File: config.mk
export PLATFORM = sky130hd
export DESIGN_NAME = dma_flag_cmd
export DESIGN_NICKNAME = d
export VERILOG_FILES = /design/src/rtl/flagcmd_pkg.sv /design/src/rtl/flagcmd_decode.sv /design/src/rtl/flagcmd_vec.sv /design/src/rtl/dma_flag_cmd.sv
export SDC_FILE = /design/constraint.sdc
export NUM_CORES = 1
export LEC_CHECK = 0
export BUFFER_PORTS_ARGS = -buffer_cell sky130_fd_sc_hd__buf_4
export CAP_MARGIN = 20
export CORE_UTILIZATION = 45
export DETAILED_ROUTE_END_ITERATION = 6
export GPL_TIMING_DRIVEN = 1
export PLACE_DENSITY_LB_ADDON = 0.2
export SYNTH_ARGS = -nofsm -noshare
export SYNTH_HDL_FRONTEND = slang
export SYNTH_SLANG_ARGS = --single-unit
File: constraint.sdc
create_clock -name clk -period 1.8 [get_ports clk]
set_input_delay 0.18 -clock clk [delete_from_list [all_inputs] [get_ports clk]]
set_output_delay 0.18 -clock clk [all_outputs]
set_load 0.02 [all_outputs]
File: src/rtl/flagcmd_pkg.sv
package flagcmd_pkg;

  // Command byte layout; the decoder depends on these positions.
  localparam int CMD_W      = 8;
  localparam int CH_FIELD_W = 4;
  localparam int ALL_BIT    = 6;

  // Command kinds, one per command register.
  typedef enum logic [1:0] {
    KIND_ERR_CLR   = 2'd0,
    KIND_INT_CLR   = 2'd1,
    KIND_START_SET = 2'd2
  } cmd_kind_e;

  localparam int NUM_KINDS = 3;

  // Decoded fields of one command byte.
  typedef struct packed {
    logic                  all_ch;
    logic [CH_FIELD_W-1:0] ch;
  } cmd_fields_t;

endpackage

File: src/rtl/flagcmd_decode.sv
module flagcmd_decode
  import flagcmd_pkg::*;
#(
  parameter int NUM_CH    = 16,
  parameter int ADDR_W    = 3,
  parameter int OFF_ERR   = 0,
  parameter int OFF_INT   = 1,
  parameter int OFF_START = 2
) (
  input  logic                  clk,
  input  logic                  rst_ok_n,
  input  logic                  wr_en,
  input  logic [ADDR_W-1:0]     addr,
  input  logic [CMD_W-1:0]      wdata,
  output logic [NUM_KINDS-1:0]  hit,
  output logic [NUM_CH-1:0]     mask
);

  localparam int OFFS [NUM_KINDS] = '{OFF_ERR, OFF_INT, OFF_START};

  cmd_fields_t fld;
  logic [2:0]  rsvd_unused;

  assign fld.all_ch   = wdata[ALL_BIT];
  assign fld.ch       = wdata[CH_FIELD_W-1:0];
  assign rsvd_unused  = {wdata[7], wdata[5:4]};

  // One strobe per command register.
  genvar k;
  generate
    for (k = 0; k < NUM_KINDS; k++) begin : g_hit
      always_comb begin
        hit[k] = wr_en && (addr == ADDR_W'(OFFS[k]));
      end
    end
  endgenerate

  // Channel mask shared by all kinds: all ones or a single channel.
  genvar c;
  generate
    for (c = 0; c < NUM_CH; c++) begin : g_mask
      always_comb begin
        mask[c] = fld.all_ch || (32'(fld.ch) == c);
      end
    end
  endgenerate

  AST_ONE_CMD_AT_A_TIME: assert property (@(posedge clk) disable iff (!rst_ok_n)
    $onehot0(hit));
  AST_ALL_BIT_FULL_MASK: assert property (@(posedge clk) disable iff (!rst_ok_n)
    (wr_en && wdata[ALL_BIT]) |-> (&mask));
  AST_SINGLE_CH_MASK: assert property (@(posedge clk) disable iff (!rst_ok_n)
    (wr_en && !wdata[ALL_BIT] && (32'(wdata[CH_FIELD_W-1:0]) < NUM_CH))
      |-> ($countones(mask) == 1));

endmodule

File: src/rtl/flagcmd_vec.sv
module flagcmd_vec #(
  parameter int NUM_CH  = 16,
  parameter bit SW_SETS = 1'b0
) (
  input  logic              clk,
  input  logic              rst_ok_n,
  input  logic              sw_hit,
  input  logic [NUM_CH-1:0] sw_mask,
  input  logic [NUM_CH-1:0] hw_evt,
  output logic [NUM_CH-1:0] q
);

  logic [NUM_CH-1:0] sw_eff;
  logic [NUM_CH-1:0] q_nxt;
  logic              q_en;

  always_comb begin
    sw_eff = sw_hit ? sw_mask : '0;
    q_en   = sw_hit || (|hw_evt);
  end

  generate
    if (SW_SETS) begin : g_set_by_sw
      // Software set has priority over the engine's clear.
      always_comb begin
        q_nxt = (q & ~hw_evt) | sw_eff;
      end

      AST_SW_SET_WINS: assert property (@(posedge clk) disable iff (!rst_ok_n)
        sw_hit |=> ((q & $past(sw_mask)) == $past(sw_mask)));
      AST_HW_CLR_TAKES: assert property (@(posedge clk) disable iff (!rst_ok_n)
        (|(hw_evt & ~sw_eff)) |=> ((q & $past(hw_evt & ~sw_eff)) == '0));
    end else begin : g_clr_by_sw
      // Hardware set has priority over the software clear.
      always_comb begin
        q_nxt = (q & ~sw_eff) | hw_evt;
      end

      AST_HW_SET_WINS: assert property (@(posedge clk) disable iff (!rst_ok_n)
        (|hw_evt) |=> ((q & $past(hw_evt)) == $past(hw_evt)));
      AST_SW_CLR_TAKES: assert property (@(posedge clk) disable iff (!rst_ok_n)
        (|(sw_eff & ~hw_evt)) |=> ((q & $past(sw_eff & ~hw_evt)) == '0));
    end
  endgenerate

  always_ff @(posedge clk or negedge rst_ok_n) begin
    if (!rst_ok_n) begin
      q <= '0;
    end else if (q_en) begin
      q <= q_nxt;
    end
  end

  AST_HOLD_WHEN_IDLE: assert property (@(posedge clk) disable iff (!rst_ok_n)
    (!sw_hit && (hw_evt == '0)) |=> $stable(q));

endmodule

File: src/rtl/dma_flag_cmd.sv
module dma_flag_cmd
  import flagcmd_pkg::*;
#(
  parameter int NUM_CH    = 16,
  parameter int ADDR_W    = 3,
  parameter int OFF_ERR   = 0,
  parameter int OFF_INT   = 1,
  parameter int OFF_START = 2
) (
  input  logic              clk,
  input  logic              rst_n,
  input  logic              wr_en,
  input  logic [ADDR_W-1:0] addr,
  input  logic [7:0]        wdata,
  output logic [7:0]        rdata,
  input  logic [NUM_CH-1:0] hw_err_set,
  input  logic [NUM_CH-1:0] hw_int_set,
  input  logic [NUM_CH-1:0] hw_start_clr,
  output logic [NUM_CH-1:0] err_flags,
  output logic [NUM_CH-1:0] int_flags,
  output logic [NUM_CH-1:0] start_flags
);

  localparam int SYNC_STAGES = 2;

  // Reset: asserted asynchronously, released through a short synchroniser.
  logic [SYNC_STAGES-1:0] rst_sync;
  logic                   rst_ok_n;

  always_ff @(posedge clk or negedge rst_n) begin
    if (!rst_n) begin
      rst_sync <= '0;
    end else begin
      rst_sync <= {rst_sync[SYNC_STAGES-2:0], 1'b1};
    end
  end
  assign rst_ok_n = rst_sync[SYNC_STAGES-1];

  logic [NUM_KINDS-1:0] hit;
  logic [NUM_CH-1:0]    mask;

  flagcmd_decode #(
    .NUM_CH    (NUM_CH),
    .ADDR_W    (ADDR_W),
    .OFF_ERR   (OFF_ERR),
    .OFF_INT   (OFF_INT),
    .OFF_START (OFF_START)
  ) u_decode (
    .clk      (clk),
    .rst_ok_n (rst_ok_n),
    .wr_en    (wr_en),
    .addr     (addr),
    .wdata    (wdata),
    .hit      (hit),
    .mask     (mask)
  );

  flagcmd_vec #(.NUM_CH(NUM_CH), .SW_SETS(1'b0)) u_err (
    .clk      (clk),
    .rst_ok_n (rst_ok_n),
    .sw_hit   (hit[KIND_ERR_CLR]),
    .sw_mask  (mask),
    .hw_evt   (hw_err_set),
    .q        (err_flags)
  );

  flagcmd_vec #(.NUM_CH(NUM_CH), .SW_SETS(1'b0)) u_int (
    .clk      (clk),
    .rst_ok_n (rst_ok_n),
    .sw_hit   (hit[KIND_INT_CLR]),
    .sw_mask  (mask),
    .hw_evt   (hw_int_set),
    .q        (int_flags)
  );

  flagcmd_vec #(.NUM_CH(NUM_CH), .SW_SETS(1'b1)) u_start (
    .clk      (clk),
    .rst_ok_n (rst_ok_n),
    .sw_hit   (hit[KIND_START_SET]),
    .sw_mask  (mask),
    .hw_evt   (hw_start_clr),
    .q        (start_flags)
  );

  // Command registers are write-only; reads return zero.
  assign rdata = '0;

  AST_ERR_SET_VISIBLE: assert property (@(posedge clk) disable iff (!rst_ok_n)
    (|hw_err_set) |=> ((err_flags & $past(hw_err_set)) == $past(hw_err_set)));
  AST_START_SET_VISIBLE: assert property (@(posedge clk) disable iff (!rst_ok_n)
    (wr_en && (addr == ADDR_W'(OFF_START)) && wdata[ALL_BIT]) |=> (&start_flags));
  AST_INT_CLR_ALL: assert property (@(posedge clk) disable iff (!rst_ok_n)
    (wr_en && (addr == ADDR_W'(OFF_INT)) && wdata[ALL_BIT] && (hw_int_set == '0))
      |=> (int_flags == '0));

endmodule

==> run summary, run 1 <==
The pin slew with the least headroom to its limit came out at approximately 0.65 ns. The source of the worst register-to-register timing path is rst_sync[1]$_DFF_PN0_. The HPWL after detailed placement is about 4.2 mm. The count of endpoints failing hold in the final timing report is 0.

The weighted congestion at the end of routability-driven global placement is around 0.76. For this run the aggregate overflow at the end of global routing stands at 0. In this run the tightest slew margin relative to its limit is a little under three fifths. The total instance count after detailed placement came out at around 400. Counting I/O delays and the setup requirement, the final critical path takes about 1.1 ns. The clock slew at the register clock pins of the worst setup and hold paths is 0.09 ns. For this run, the slowest stage of the critical path takes a little over 0.5 ns. Relative to the synthesized area, the layout overhead comes to 41.69%. The net load switching power came out at ~600 uW.

The post-CTS resize count came out at 0. The worst path buffer plus inverter count came out at 2. The fraction of registers with async set/reset came out at between 90% and 100%. In this run the number of cells on the critical path is 5. Entering global routing, the biggest net connects 32 pins. The worst setup path is of the input pin to flop kind. The internal power contribution came out at about 1700 uW.

The number of standard cells in the layout, taps in and fillers out came out at about 410. After detailed routing, the average wire length per cell comes to approximately 14 um. The arrival time at the worst endpoint came out at around 1.3 ns.

The source-to-sink clock delay at the later pin of the worst-skew pair is 0.30 ns. The kind of cell adding the most delay to the critical path is simple AND/OR/NAND/NOR gates. The share of final-layout standard cells stronger than drive strength 1 came out at approximately two fifths. The number of levels in the clock H-tree is 2. The slowest cell on the critical path is sky130_fd_sc_hd__or4b_1. The clock net sink count came out at 50. Synthesis produced a netlist whose cell count is ~240. The initial core utilization came out at between 40% and 50%. The core area is 4786 um^2.

After detailed routing, the number of vias per cell comes to about 5.0. The number of ports placed on the die boundary is between 100 and 150. STA classifies the critical path startpoint as an input pin. STA classifies the critical path endpoint as a flop.

The timing-limited maximum frequency came out at between 900 and 1000 MHz. On the final layout, the worst clock skew is between 0.008 and 0.009 ns. The most used flip-flop cell after synthesis is sky130_fd_sc_hd__dfrtp_1. The number of warnings issued by yosys came out at 0.

Among all cell types in the netlist, the one instantiated most often is sky130_fd_sc_hd__nor2_1. The most critical setup path has its startpoint at addr[2]. Yosys attributes the largest share of cell area to sky130_fd_sc_hd__dfrtp_1 (55%), sky130_fd_sc_hd__a21oi_1 (8.6%), sky130_fd_sc_hd__nor2_1 (8.6%).

The critical-path maximum fanout came out at 16. The die is roughly 73 um wide. The setup TNS is 0 ns. The cell area after technology mapping is around 2300 um^2. The count of nets left with antenna violations once routing finished came out at 0.

The number of global-route vias before repair is slightly below 2k. Counting cells, the worst reg-to-reg path comes to 1. The wire length of the first global-routing pass came out at 9.101 mm. The sequential share of the synthesized area is between 50 and 60%.

The power per unit of standard cell area is just over 700 nW/um^2. The required arrival time at the worst endpoint came out at between 1.5 and 2 ns. The share of total power dissipated in combinational logic is between 10% and 20%. The analysis attributes to cell leakage a power of around 0.0014 uW. The full die area is between 5000 and 6000 um^2.

The share of total power dissipated in the clock network is approximately a third. The unique cell type count in the Yosys netlist came out at 20. The number of buffers created by CTS is 5. The number of buffers added on ports came out at about 110. Setup repair after global routing left no endpoint under its margin. The count of endpoints failing setup in the final report is 0.

The switching power share of the total came out at 26.30%. Traced cell by cell, the critical path runs through buf_4 -> or4b_1 -> buf_4 -> o21ai_0 -> nand2b_1. Max-cap violations in this run came to 0. The worst hold path passes through 2 cells. The minimum setup slack among reg-to-reg paths is between 1 and 1.5 ns.

TritonCTS built the clock tree. The total count of max-transition violations in the final report is 0. The flow ran to the end, and the final reports show no timing, DRC or antenna violations. The count of state elements after synthesis is 50.

The number of buffers between clock root and the deepest sink is 2. For this run, the share of the core covered by cells in the final layout is between 60% and 70%. The height of the die is 72.83 um. The routed layout has 2053 vias. In this run the critical register-to-register path is captured at u_int.q[15]$_DFFE_PN0P_. The number of flops mapped to enable cells by yosys is 0. The aggregate routed wire length came out at 5.675 mm. The synthesized area per cell came out at between 9 and 10 um^2. The number of DRC markers in iteration 0 is between 150 and 200. The antenna cell count is 0.

The peak supply drop came out at between 400 and 500 uV. The capture point of the worst path is u_err.q[15]$_DFFE_PN0P_. The number of antenna violations at the first check in global routing was 0. The commonest cells after synthesis are sky130_fd_sc_hd__nor2_1 (52), sky130_fd_sc_hd__dfrtp_1 (50), sky130_fd_sc_hd__a21oi_1 (39), sky130_fd_sc_hd__inv_1 (16), sky130_fd_sc_hd__o22ai_1 (16). The total global-route track usage came out at between 20% and 30%. For this run, design rule violations remaining after detail routing come to 0. The period utilization came out at 60.20%. Row generation in the floorplan step produced 25 rows. The number of search-and-repair iterations in the first detailed-routing pass came out at 4. The dominant cell type by count on the critical path is sky130_fd_sc_hd__buf_4. The net count of the finished layout is roughly 410. After synthesis, the largest area contributor takes up a little under three fifths of total cell area. In this run the clock root is driven by a sky130_fd_sc_hd__clkbuf_8.

Sequential cells account for slightly above 50% of the total power. Summed over all instances, the cell type with the most area after synthesis is sky130_fd_sc_hd__dfrtp_1. The path class of the tightest hold or removal check is input pin to flop. The buffers inserted during post-CTS setup optimization came out at 0.
-- registers in the layout, summed over array words and instances, names as in the netlist --
register / count
rst_sync: 2
u_start.q: 16
u_int.q: 16
u_err.q: 16
-- how the worst min path moves through the flow --
stage | from | end
2_1_floorplan | rst_n | rst_sync[0]$_DFF_PN0_
3_3_place_gp | rst_n | rst_sync[0]$_DFF_PN0_
3_5_place_dp | rst_n | rst_sync[0]$_DFF_PN0_
4_1_cts | hw_start_clr[3] | u_start.q[3]$_DFFE_PN0P_
5_1_grt | hw_start_clr[6] | u_start.q[6]$_DFFE_PN0P_
6_report | hw_start_clr[3] | u_start.q[3]$_DFFE_PN0P_
-- cell usage in the layout (no fill, tap or decap) --
cell,netlist,layout
sky130_fd_sc_hd__a21o_1,9,9
sky130_fd_sc_hd__a21oi_1,39,39
sky130_fd_sc_hd__a31o_2,6,6
sky130_fd_sc_hd__a31oi_1,6,6
sky130_fd_sc_hd__a41oi_1,1,1
sky130_fd_sc_hd__buf_12,0,1
sky130_fd_sc_hd__buf_4,8,111
sky130_fd_sc_hd__clkbuf_8,0,7
sky130_fd_sc_hd__clkinv_4,0,1
sky130_fd_sc_hd__conb_1,2,9
sky130_fd_sc_hd__dfrtp_1,50,49
sky130_fd_sc_hd__dfrtp_2,0,1
sky130_fd_sc_hd__dlygate4sd3_1,0,1
sky130_fd_sc_hd__inv_1,16,16
sky130_fd_sc_hd__nand2b_1,2,2
sky130_fd_sc_hd__nand4bb_1,2,2
sky130_fd_sc_hd__nor2_1,52,52
sky130_fd_sc_hd__nor2_2,10,10
sky130_fd_sc_hd__nor2b_1,4,4
sky130_fd_sc_hd__o21ai_0,2,2
sky130_fd_sc_hd__o22ai_1,16,16
sky130_fd_sc_hd__or4b_1,1,1
-- area by class of cell --
| cell class | instances | area [um^2] |
|---|---|---|
| clock buffers | 7 | 96.34 |
| clock inverters | 1 | 8.758 |
| fillers | 405 | 1588 |
| inverters | 16 | 60.06 |
| multi-input cells | 159 | 833.3 |
| flip-flops and latches | 50 | 1252 |
| well taps | 67 | 83.83 |
| repair buffers | 113 | 863.3 |
-- routing by layer --
| layer | vias to the layer above | GRT usage (%) | wire length (um) |
|---|---|---|---|
| met5 | - | 0 | 0 |
| met4 | 0 | 6.536 | 38 |
| li1 | 1001 | - | - |
| met2 | 89 | 37.18 | 2797 |
| met3 | 4 | 4.972 | 381 |
| met1 | 959 | 30.13 | 2457 |
-- kinds of logic after synthesis --
| family | synth area share [%] |
|---|---|
| AO/OA/AOI/OAI | 20.90 |
| buffers and inverters | 8.814 |
| flip-flops | 55.43 |
| other | 0.3327 |
| AND/OR/NAND/NOR | 14.52 |
-- metrics by stage --
step | hold slack (ns) | instance area [um^2] | worst slack (ns) | total power (uW)
6_report | 0.04117 | 3198 | 0.7164 | 2286
4_1_cts | 0.03169 | 3198 | 0.7240 | 2308
3_3_place_gp | -0.03619 | 3083 | 0.3990 | 1569
5_1_grt | 0.02948 | 3198 | 0.6957 | 2385
3_5_place_dp | -0.03470 | 3083 | 0.3983 | 1576
2_1_floorplan | -0.1156 | 2283 | 0.3052 | 1391
-- power groups by stage --
stage | clock network [uW] | registers, uW | logic (uW)
after floorplan | 0 | 1250 | 143
after global placement | 0 | 1210 | 364
after detailed placement | 0 | 1210 | 370
after CTS | 752 | 1180 | 372
after global routing | 791 | 1190 | 404
final | 732 | 1180 | 371
-- what timing repair did --
item                                    in CTS  in global routing
endpoints found under the hold margin        2                  0
endpoints found under the setup margin       0                  0
hold buffers                                 1                  0
(Power assumes the default switching activity.)
==> inputs of run 2 (changes only) <==
clock period = 1 ns   (was 1.8 ns; I/O delays follow)
==> run 2 against run 1 <==
  * Clock power up 63%
  * First-iteration DRC count down 3.3%
  * Worst hold slack better by 0.013 ns
  * Flip-flop and latch count unchanged
  * Sequential share of layout area down 3.3 points
  * Count of clock-buffer cells in the layout unchanged
  * Non-clock buffer count up 31
  * Worst setup slack worse by 0.68 ns
  * Cell area up 9.2%
==> run summary, run 2 (synthesis gave the netlist of run 1 again) <==
The flow ran to the end, and the final reports show no timing, DRC or antenna violations. The normalized max-slew margin came out at between 60% and 70%. Global routing consumed, on the met1 layer, between 30% and 40% of the routing resources. Data on the critical path arrives at its endpoint at approximately 0.86 ns.

STA classifies the critical path endpoint as an output pin. The number of antenna violations at the first check in global routing was 0. In the final layout, the registers with the most flip-flops are u_err.q (16), u_int.q (16), u_start.q (16).

The number of buffers between clock root and the deepest sink came out at 2. TritonCTS built the clock tree. For this run, the slowest stage of the critical path takes slightly above 0.4 ns. The source of the worst register-to-register timing path is u_int.q[12]$_DFFE_PN0P_.

Leaving out fill and tap cells, the most frequent cell in the layout is sky130_fd_sc_hd__buf_4. The static leakage power is 0.001590 uW. The reg-to-reg critical path endpoint is u_int.q[12]$_DFFE_PN0P_. The row count is 25.

The number of buffers created by CTS is 5. The remaining routing DRC violations came out at 0. The smallest clock period supported by the final layout is computed as around 0.96 ns.

The minimum setup slack among reg-to-reg paths is about 0.31 ns. The period utilization is just under 100%. The class of the worst hold path is input pin to flop.

After detailed routing, the average wire length per cell comes to around 13 um. The clock net sink count came out at 50. The number of levels in the clock H-tree is 2.

The logic depth of the worst path, buffers included came out at 1. The root buffer cell is sky130_fd_sc_hd__clkbuf_8. The floorplan step set the die height to ~73 um. The critical path start-end classification is flop to output pin.

The post-CTS resize count is 0. The number of ports placed on the die boundary is roughly 120. The HPWL after detailed placement is roughly 4.2 mm.

Setup repair after global routing left no endpoint under its margin. The aggregate routed wire length came out at between 5 and 6 mm. The signal on the critical path passes through buf_4. The total chip power is a little over 4000 uW. The met2 track demand over resource came out at about two fifths. The timing-limited maximum frequency came out at 1040 MHz. The number of search-and-repair iterations in the first detailed-routing pass is 4. Across the routed clock network, the largest skew measured is around 0.0037 ns. The weighted congestion at the end of routability-driven global placement came out at a little under 0.8. The layer with the highest usage is met2. In the global route stage, met3 resource usage came out at under 10%. The clock reaches the later pin of the worst-skew pair after 0.29 ns. The horizontal die dimension came out at between 70 and 80 um. The detail route stage leaves a number of antenna-violating nets equal to 0. The critical path launch point type is a flop. The wire length of the first global-routing pass is between 9 and 10 mm. The pin slew with the least headroom to its limit is between 0.5 and 0.6 ns.

Across every metal layer, demand over resource in global routing totals 23.98%. Hold is met by 0.05423 ns. For this design, the slowest cell found on the critical path is sky130_fd_sc_hd__dfrtp_1. In this run the worst setup path begins at u_err.q[3]$_DFFE_PN0P_. Following the worst setup path forward leads to its endpoint at err_flags[3]. Compared with the post-synthesis result, the final layout area differs by 54.66%.

The maximum number of pins on one net before global-route repair is between 40 and 50. The antenna cell count came out at 0. The initial core utilization came out at 47.16%. The kind of cell adding the most delay to the critical path is flip-flops.

The count of endpoints failing setup in the final report came out at 0. The per-cell via count in the routed design is approximately 4.9. After the first detailed-routing iteration, the DRC count stood at between 100 and 150.

The total number of vias is around 2.2k. The peak supply drop came out at 689.1 uV. The clock slew at the register clock pins of the worst setup and hold paths came out at 0.09 ns. The critical-path maximum fanout came out at 2. The least setup slack across all paths after layout came out at between 0.03 and 0.04 ns. The full die area came out at between 5000 and 6000 um^2. The total overflow left after global routing is 0. The number of global-route vias before repair came to around 2.2k. The worst path buffer plus inverter count came out at 1. The count of endpoints failing hold in the final timing report is 0.

The worst-case reg-to-reg path depth is 2. The number of maximum-capacitance violations is 0. The number of buffers added on ports came out at between 100 and 150. The top cell types in the final layout, fill and taps aside, are sky130_fd_sc_hd__buf_4 (122), sky130_fd_sc_hd__nor2_1 (52), sky130_fd_sc_hd__dfrtp_1 (49). In this run the power density over the cells is ~1200 nW/um^2. The share of final-layout standard cells stronger than drive strength 1 is 39.79%. The required arrival time at the worst endpoint came out at roughly 0.90 ns. The total count of max-transition violations in the final report is 0. The core area came out at ~4800 um^2.

Before CTS, the worst setup slack after placement is -0.2426 ns. The layout net count is around 440.
-- run 2: worst min path at each step --
| stage | endpoint | from | cells past startpoint | slack (ns) |
|---|---|---|---|---|
| after floorplan | rst_sync[0]$_DFF_PN0_ | rst_n | 0 | -0.20 |
| after CTS | u_err.q[4]$_DFFE_PN0P_ | hw_err_set[4] | 3 | 0.05 |
| after detailed placement | rst_sync[0]$_DFF_PN0_ | rst_n | 1 | -0.12 |
| after global routing | u_err.q[3]$_DFFE_PN0P_ | hw_err_set[3] | 3 | 0.05 |
| final | u_int.q[0]$_DFFE_PN0P_ | hw_int_set[0] | 3 | 0.05 |
| after global placement | rst_sync[0]$_DFF_PN0_ | rst_n | 1 | -0.12 |
-- run 2: stage by stage --
stage | TNS, ns | cells | instance area (um^2) | utilization [%]
after floorplan | -1.473 | 250 | 2298 | -
after global placement | -4.557 | 417 | 3209 | 67.06
after detailed placement | -4.813 | 417 | 3209 | 67.06
after CTS | 0 | 444 | 3491 | 72.94
after global routing | 0 | 444 | 3491 | 72.94
final | 0 | 444 | 3491 | 72.94
-- run 2: report_power, final --
group	total (uW)	switching, uW	internal [uW]
clock	1190	629	559
combinational	791	388	403
sequential	2110	33.6	2080
-- run 2: layout make-up --
cell class / instances / area, um^2
inverter: 16 / 60.06
clock inverter: 1 / 5.005
sequential: 50 / 1252
tap: 67 / 83.83
fill: 386 / 1295
multi-input combinational: 159 / 837.1
timing repair buffer: 144 / 1166
clock buffer: 7 / 86.33
-- run 2: repair_timing --
item / in CTS / in global routing
hold buffers: 19 / 0
endpoints found under the hold margin: 20 / 0
setup buffers: 0 / 0
-- run 2: layer usage --
| layer | part of all wire (%) | vias up |
|---|---|---|
| met5 | 0 | - |
| met4 | 0.51 | 0 |
| met3 | 6.3 | 2 |
| met2 | 50 | 81 |
| met1 | 43 | 1043 |
| li1 | - | 1067 |
